`src/rtl/cmpbank_pkg.sv`:
```
package cmpbank_pkg;
  localparam logic [3:0] OP_RD_ACR = 4'h1;
  localparam logic [3:0] OP_WR_ACR = 4'h2;
  localparam logic [3:0] OP_RD_DR  = 4'h3;
  localparam logic [3:0] OP_WR_DR  = 4'h4;
  localparam logic [3:0] OP_DR2ACR = 4'h5;
  localparam logic [3:0] OP_ACR2DR = 4'h6;

  localparam int BIT_EN  = 0;
  localparam int BIT_LAT = 1;
  localparam int BIT_SD  = 2;

  function automatic logic gate_pin(input logic en, input logic sd, input logic lat,
                                    input logic held, input logic live);
    return en & ~sd & (lat ? held : live);
  endfunction

  function automatic logic is_read(input logic [3:0] op);
    return (op == OP_RD_ACR) || (op == OP_RD_DR);
  endfunction
endpackage

```
`src/rtl/cbk_gate.sv`:
```
module cbk_gate
  import cmpbank_pkg::*;
(
  input  logic clk,
  input  logic rst_n,
  input  logic en,
  input  logic lat,
  input  logic sd,
  input  logic live,
  output logic pin,
  output logic oe,
  output logic pwrdn
);
  logic hold_q;

  always_ff @(posedge clk or negedge rst_n) begin
    if (!rst_n) hold_q <= 1'b0;
    else if (!lat) hold_q <= live;
  end

  assign pin   = gate_pin(en, sd, lat, hold_q, live);
  assign oe    = en;
  assign pwrdn = sd;


  dis_pin_chk: assert property (@(posedge clk) disable iff (!rst_n)
    !en |-> (!pin && !oe));

  latch_hold_chk: assert property (@(posedge clk) disable iff (!rst_n)
    (en && lat && !sd && $past(en) && $past(lat) && $past(!sd)) |-> $stable(pin));

  sd_force_chk: assert property (@(posedge clk) disable iff (!rst_n)
    sd |-> (pwrdn && !pin));
endmodule

```
`src/rtl/cbk_chan.sv`:
```
module cbk_chan
  import cmpbank_pkg::*;
#(
  parameter int DW  = 8,
  parameter int NDR = 4,
  localparam int RSW = $clog2(NDR)
) (
  input  logic           clk,
  input  logic           rst_n,
  input  logic           hit,
  input  logic [3:0]     op,
  input  logic [RSW-1:0] rsel,
  input  logic [DW-1:0]  wdata,
  input  logic           live,
  output logic [DW-1:0]  rd_val,
  output logic           pin,
  output logic           oe,
  output logic           pwrdn
);
  logic [DW-1:0] acr_q;
  logic [DW-1:0] dr_q [NDR];
  logic [DW-1:0] dr_pick;
  logic          acr_load;

  assign dr_pick  = dr_q[rsel];
  assign acr_load = hit && ((op == OP_WR_ACR) || (op == OP_DR2ACR));

  always_ff @(posedge clk or negedge rst_n) begin
    if (!rst_n) begin
      acr_q <= '0;
      for (int i = 0; i < NDR; i++) dr_q[i] <= '0;
    end else if (hit) begin
      case (op)
        OP_WR_ACR: acr_q <= wdata;
        OP_DR2ACR: acr_q <= dr_pick;
        OP_WR_DR:  dr_q[rsel] <= wdata;
        OP_ACR2DR: dr_q[rsel] <= acr_q;
        default: ;
      endcase
    end
  end

  assign rd_val = (op == OP_RD_ACR) ? acr_q : dr_pick;

  cbk_gate u_gate (
    .clk(clk), .rst_n(rst_n),
    .en(acr_q[BIT_EN]), .lat(acr_q[BIT_LAT]), .sd(acr_q[BIT_SD]),
    .live(live), .pin(pin), .oe(oe), .pwrdn(pwrdn)
  );


  wr_acr_chk: assert property (@(posedge clk) disable iff (!rst_n)
    (hit && op == OP_WR_ACR) |=> (acr_q == $past(wdata)));

  xfer_chk: assert property (@(posedge clk) disable iff (!rst_n)
    (hit && op == OP_DR2ACR) |=> (acr_q == $past(dr_pick)));

  acr_idle_chk: assert property (@(posedge clk) disable iff (!rst_n)
    !acr_load |=> $stable(acr_q));
endmodule

```
`src/rtl/cmp_ctrl_bank.sv`:
```
module cmp_ctrl_bank
  import cmpbank_pkg::*;
#(
  parameter int DW  = 8,
  parameter int NDR = 4,
  parameter int NCH = 2,
  parameter int CSW = 2,
  localparam int RSW = $clog2(NDR)
) (
  input  logic           clk,
  input  logic           rst_n,
  input  logic           ins_stb,
  input  logic [3:0]     ins_op,
  input  logic [RSW-1:0] ins_rsel,
  input  logic [CSW-1:0] ins_csel,
  input  logic [DW-1:0]  ins_wdata,
  input  logic [NCH-1:0] cmp_in,
  output logic [DW-1:0]  rd_data,
  output logic           rd_valid,
  output logic [NCH-1:0] cmp_out,
  output logic [NCH-1:0] cmp_oe,
  output logic [NCH-1:0] ana_pwrdn
);
  logic [DW-1:0] ch_rd [NCH];
  logic [DW-1:0] rd_sel;
  logic          ch_ok;
  logic          rd_hit;

  assign ch_ok = int'(ins_csel) < NCH;

  for (genvar c = 0; c < NCH; c++) begin : g_ch
    cbk_chan #(.DW(DW), .NDR(NDR)) u_chan (
      .clk(clk), .rst_n(rst_n),
      .hit(ins_stb && (int'(ins_csel) == c)),
      .op(ins_op), .rsel(ins_rsel), .wdata(ins_wdata),
      .live(cmp_in[c]), .rd_val(ch_rd[c]),
      .pin(cmp_out[c]), .oe(cmp_oe[c]), .pwrdn(ana_pwrdn[c])
    );
  end

  always_comb begin
    rd_sel = '0;
    for (int c = 0; c < NCH; c++)
      if (int'(ins_csel) == c) rd_sel = ch_rd[c];
  end

  assign rd_hit = ins_stb && ch_ok && is_read(ins_op);

  always_ff @(posedge clk or negedge rst_n) begin
    if (!rst_n) begin
      rd_data  <= '0;
      rd_valid <= 1'b0;
    end else begin
      rd_valid <= rd_hit;
      if (rd_hit) rd_data <= rd_sel;
    end
  end


  rd_valid_chk: assert property (@(posedge clk) disable iff (!rst_n)
    (ins_stb && ch_ok && (ins_op == OP_RD_ACR || ins_op == OP_RD_DR)) |=> rd_valid);

  no_rd_chk: assert property (@(posedge clk) disable iff (!rst_n)
    !(ins_stb && ch_ok && (ins_op == OP_RD_ACR || ins_op == OP_RD_DR)) |=> !rd_valid);
endmodule

```
`config.mk`:
```
export PLATFORM = sky130hd
export DESIGN_NAME = cmp_ctrl_bank
export DESIGN_NICKNAME = d
export VERILOG_FILES = /design/src/rtl/cmpbank_pkg.sv /design/src/rtl/cbk_gate.sv /design/src/rtl/cbk_chan.sv /design/src/rtl/cmp_ctrl_bank.sv
export SDC_FILE = /design/constraint.sdc
export NUM_CORES = 1
export LEC_CHECK = 0
export ABC_AREA = 1
export BUFFER_PORTS_ARGS = -buffer_cell sky130_fd_sc_hd__buf_2
export CORE_ASPECT_RATIO = 0.7
export CORE_MARGIN = 2
export CORE_UTILIZATION = 45
export DETAILED_ROUTE_END_ITERATION = 16
export MAX_ROUTING_LAYER = met4
export PLACE_DENSITY = 0.7
export SYNTH_ARGS = -nofsm -noshare
export SYNTH_HDL_FRONTEND = slang
export SYNTH_SLANG_ARGS = --single-unit
```
`constraint.sdc`:
```
create_clock -name clk -period 1.4 [get_ports clk]
set_input_delay 0.14 -clock clk [delete_from_list [all_inputs] [get_ports clk]]
set_output_delay 0.14 -clock clk [all_outputs]
set_load 0.1 [all_outputs]
```
# [After elaboration in Yosys (flattened, before gate mapping)]
# Index checks and enable logic that the tools add are counted.
[classes] muxes=22 eq_ne=7 reduce_logical=13 bitwise=7 n_lt_le_gt_ge=3
[op_table] cell="32-bit bitwise mux" n=4
[op_table] cell="32-bit one-hot mux with 2 select lines" n=2
[op_table] cell="8-bit two-way mux" n=9
[op_table] cell="8-bit binary-select mux with 2-bit select" n=2
[op_table] cell="8-bit one-hot mux with 2 select lines" n=2
[op_table] cell="8-bit demux with 2-bit select" n=1
[op_table] cell="4-bit by 3-bit == test with 1-bit output (second input constant)" n=3
[op_table] cell="4-bit by 2-bit == test with 1-bit output (second input constant)" n=2
[op_table] cell="2-bit AND reduction" n=4
[op_table] cell="1-bit logical AND" n=5
[op_table] cell="1-bit bitwise AND" n=4
[op_table] cell="4-bit by 1-bit == test with 1-bit output (second input constant)" n=1
[op_table] cell="2-bit nonzero test" n=2
[op_table] cell="3-bit greater-or-equal comparator (second input constant)" n=1
[op_table] cell="3-bit by 1-bit < comparator with 1-bit output (second input constant)" n=1
[op_table] cell="2-bit inverter with 3-bit output" n=1
[op_table] cell="2-bit == test (second input constant)" n=1
[op_table] cell="2-bit logical NOT" n=1
[op_table] cell="2-bit < comparator (second input constant)" n=1
[op_table] cell="1-bit two-way mux" n=2
[op_table] cell="1-bit inverter" n=2
[op_table] cell="1-bit logical OR" n=1
[word_totals] reg_bits=91 out_inout_bits=15 in_bits=21 word_cells=66

# [Longest topological paths before layout]
[logic_depth] ltp_word=7 mapped_depth=11 mapped_depth_nobuf=9

# [Modules after synthesis]
# From an unflattened synthesis, not the netlist that was laid out.
[unflattened] cells_unflattened=685 area_unflattened_um2=5325.1
[by_module_without_submodules] module="cbk_chan" cells_per_inst=293 seq_area_each_um2=1001.0 area_each_um2=2328.5 instances=2
[by_module_without_submodules] module="cmp_ctrl_bank" cells_per_inst=73 seq_area_each_um2=225.2 area_each_um2=503.0 instances=1
[by_module_without_submodules] module="cbk_gate" cells_per_inst=13 seq_area_each_um2=25.0 area_each_um2=82.6 instances=2

# [Worst setup path after synthesis]
# No wires, ideal clock.
[synth_timing] path_kind="input to register" from="in ins_op[2]" to="reg g_ch[0].u_chan.dr_q[30] (netlist name)" path_stages=8 slack_ps=203 path_buffers=1 arrival_time_ps=1077 required_ps=1281 setup_ps=119 cell_sequence="inv_1 nor2_1 nand2_1 nor3_4 nand2_2 buf_6 nand2_1 o21ai_2"
[synth_via] elab_chain_cells=3
[synth_rtl] element="start, declared" line_no="cmp_ctrl_bank.sv:13" text="input logic [3:0] ins_op,"
[synth_rtl] element="4-bit by 3-bit == test with 1-bit output" line_no="cbk_chan.sv:33" text="case (op)"
[synth_rtl] element="2-bit nonzero test (no line)"
[synth_rtl] element="2-bit AND reduction (no line)"
[synth_rtl] element="end signal, assigned by index" line_no="cbk_chan.sv:36" text="OP_WR_DR: dr_q[rsel] <= wdata;"
[synth_rtl] element="end signal, assigned by index" line_no="cbk_chan.sv:37" text="OP_ACR2DR: dr_q[rsel] <= acr_q;"
[synth_rtl] element="end, declared" line_no="cbk_chan.sv:21" text="logic [DW-1:0] dr_q [NDR];"
# Several ways; a longest one is shown, not always the timed one.
# A chain may end at the register's enable or synchronous reset.

# [Worst setup path after layout]
[layout_timing] from="reg g_ch[0].u_chan.acr_q[1]" to="out cmp_out[0]"
[layout_via] elab_chain_cells=2
[layout_rtl] element="start, declared" line_no="cbk_chan.sv:20" text="logic [DW-1:0] acr_q;"
[layout_rtl] element="start signal, assigned" line_no="cbk_chan.sv:34" text="OP_WR_ACR: acr_q <= wdata;"
[layout_rtl] element="start signal, assigned" line_no="cbk_chan.sv:35" text="OP_DR2ACR: acr_q <= dr_pick;"
[layout_rtl] element="1-bit two-way mux" line_no="cmpbank_pkg.sv:15" text="return en & ~sd & (lat ? held : live);"
[layout_rtl] element="1-bit bitwise AND" line_no="cmpbank_pkg.sv:15"
[layout_rtl] element="end, declared" line_no="cmp_ctrl_bank.sv:20" text="output logic [NCH-1:0] cmp_out,"
# Every way passes these cells.

==> impl_metrics.csv <==
group,metric,value,unit
min_path,hold_class,"in -> reg",
sta,hold_viol,0,
global_routing,grt_max_degree,62,
power,clockPowerShare,0.365,
power,finalPower,7620,uW
placed_design,hpwl,10100,um
final_layout,finalCoreUtilization,0.554,
final_layout,diodes,0,
synth,synth.avg_cell_area,7.30,um^2
critical_path,path_cells,"inv_2 -> or2_4 -> o21ai_4 -> nor3_4 -> buf_12",
sta,slew_viol_final,0,
power,seqPwrFrac,0.404,
final_layout,fin_cells,860,
final_layout,multi_input_area,2200,um^2
floorplanning,core,10500,um^2
critical_path,cpMaxStageDelayCell,"dfrtp_1",
floorplanning,dieArea,11700,um^2
power,vdd.ir_drop.worst,686,uV
placed_design,gp_congestion,0.997,
final_layout,syn2layout_area_growth,18.5,%
global_routing,grt_pass1_vias,4399,
synth,async_flop_share,1.00,
drt,postRouteWirelength,13800,um
sta,slew_headroom,0.667,
critical_path,endpoint_kind,"output pin",
floorplanning,initial_core_util,0.467,
drt,drt-initial-drc-count,393,
placed_design,placed_cells,837,
critical_path,cpLargestDelayFamily,"flip-flops",
drt,ant_nets,0,
sta,whs,0.0281,ns
power,pwr-share-comb,0.231,
floorplanning,die_w,129,um
critical_path,cp_max_fo,2,
sta,setup_violations,2,
power,p_sw_frac,0.305,
sta,tightest_slew,0.503,ns
critical_path,slowest_delay,0.40,ns
floorplanning,io_pins,36,
run_status,violations,"setup timing",
synth,netlist_area,4890,um^2
sta,clock_skew,0.00591,ns
final_layout,nets,744,
critical_path,critPathLaunchType,"flop",
placed_design,port_buffers,35,
sta,post-route-min-period,1.50,ns
synth,synth_ff_type,"dfrtp_1",
power,switchingPower,2320,uW
synth,yosys_warnings,0,
drt,firstDrtPassIters,5,
drt,remaining_drc_errors,0,
floorplanning,rows,31,
floorplanning,die_h,91.2,um
synth,yosysSeqAreaShare,0.465,
sta,fin_ws,-0.0951,ns
final_layout,ff_latch_area,2280,um^2
flow_run,maxCapViolCount,0,
critical_path,worstPathRequired,1.26,ns
cts,clk_path_buf_depth,2,
drt,via_per_inst,5.34,
final_layout,fillerInstances,974,
cts,clk_pin_slew,0.06,ns
power,p_int,5300,uW
synth,yosysUniqueCellTypes,23,
synth,synthesis.nets,691,
cts,cts_root_buf,"clkbuf_16",
drt,vias,4594,
power,powerDensity,1310,nW/um^2
drt,wire_per_inst,16.0,um
cts,cts.sinks,91,
cts,htreeDepth,3,
synth,synth_edf_count,0,
cts,cts_tree,"built",
critical_path,path_class,"reg -> out",
critical_path,crit_buf_inv,2,
run_status,status,"finished, violations left",
cts,cts_buffers,9,
final_layout,drive_gt1_frac,0.159,
synth,ys_ff_latch,91,
power,power.static_leakage,0.00309,uW
placed_design,place_area,5360,um^2
sta,finalCritPeriodShare,1.07,
global_routing,grt_overflow,0,
global_routing,antenna_found_initial,0,
global_routing,grt_pass1_wl,22900,um
final_layout,final_area,5800,um^2
global_routing,grt_use_total,0.262,
synth,synthCells,670,
critical_path,cp.arrival,1.36,ns
sta,rsz0062_at_grt,"yes",
sta,fmax,669,MHz
cts,clock_latency,0.34,ns
Yosys cell counts (5+ instances only):
| cell | number | share of area |
|---|---|---|
| a21oi_1 | 16 | 0.016 |
| nand2_2 | 6 | 0.0077 |
| dfrtp_1 | 91 | 0.47 |
| clkbuf_1 | 10 | 0.0077 |
| inv_1 | 58 | 0.045 |
| nor2_1 | 5 | 0.0038 |
| buf_4 | 6 | 0.0092 |
| buf_2 | 6 | 0.0061 |
| nand3_1 | 48 | 0.049 |
| o21ai_2 | 7 | 0.013 |
| o21ai_1 | 33 | 0.034 |
| buf_6 | 10 | 0.023 |
| nand2_1 | 300 | 0.23 |
| o21ai_0 | 42 | 0.043 |
| o21a_1 | 16 | 0.025 |
kinds of logic after synthesis:
group           after synthesis  share of synthesized area
simple gates                371                      0.311
compound gates              114                      0.130
buf+inv                      94                     0.0936
flops                        91                      0.465
metal layers:
| metal | track usage | routed length [um] | vias up |
|---|---|---|---|
| met5 | - | 0 | - |
| met4 | 0.0607 | 178 | 0 |
| met3 | 0.0625 | 1040 | 17 |
| met2 | 0.380 | 6060 | 171 |
| met1 | 0.372 | 6520 | 2190 |
| li1 | - | - | 2216 |
per-stage QoR:
stage          setup slack (ns)  TNS (ns)
2_1_floorplan             0.203         0
3_3_place_gp             -0.200     -2.88
3_5_place_dp             -0.223     -3.57
4_1_cts                  -0.151    -0.268
5_1_grt                  -0.149    -0.274
6_report                -0.0951    -0.162
repair_timing:
item,in CTS,in global routing
pin swaps,2,3
endpoints found under the hold margin,91,0
resized for setup,11,6
buffers inserted,5,1
setup endpoints to repair,2,9
cloned,0,0
hold buffers,1,0
registers in the layout (all words and copies together) (netlist names):
name and count:
g_ch.u_chan.u_gate.hold_q 2, rd_valid 1, rd_data 8, g_ch.u_chan.dr_q 64, g_ch.u_chan.acr_q 16
worst paths after layout:
path	startpoint	end	slack [ns]	cells past startpoint
hold reg to reg	rd_data[5]	rd_data[5]	0.48	2
min in group asynchronous	rst_n	g_ch[1].u_chan.dr_q[7]	0.33	3
setup reg to reg	g_ch[1].u_chan.acr_q[2]	g_ch[1].u_chan.dr_q[26]	0.09	4
max in group asynchronous	rst_n	g_ch[1].u_chan.acr_q[4]	0.74	3
hold / removal	cmp_in[1]	g_ch[1].u_chan.u_gate.hold_q	0.03	3
setup / recovery	g_ch[0].u_chan.acr_q[1]	cmp_out[0]	-0.1	5
power groups by stage:
stage / clock network (uW) / logic, uW / registers, uW
floorplan: 0 / 1040 / 3200
global placement: 0 / 1560 / 3090
detailed placement: 0 / 1590 / 3110
CTS: 2840 / 1720 / 3070
global route: 2950 / 1920 / 3110
finish: 2780 / 1760 / 3080
final cells by class:
| class | instances | area share |
|---|---|---|
| tap | 132 | 0.0285 |
| clock inverter | 4 | 0.0168 |
| clock buffer | 12 | 0.0425 |
| sequential | 91 | 0.393 |
| timing repair buffer | 74 | 0.100 |
| multi-input combinational | 485 | 0.379 |
| inverter | 62 | 0.0401 |
worst reg2reg max path, stage by stage, from the launching register on:
cell	delay [ns]
dfrtp_1	0.41
inv_1	0.15
o21ai_1	0.34
inv_1	0.15
o21ai_0	0.18
cell usage in the layout (no fill, tap or decap), types with 5 or more instances in the layout:
master and n:
nand2_1 300, dfrtp_1 91, inv_1 56, nand3_1 48, o21ai_0 37, o21ai_1 36, buf_4 33, buf_2 31
a21oi_1 16, o21a_1 16, clkbuf_16 9, o21ai_2 8, buf_12 8, nand2_2 6, nor2_1 5
No activity file was read; power rests on OpenSTA's default activity.
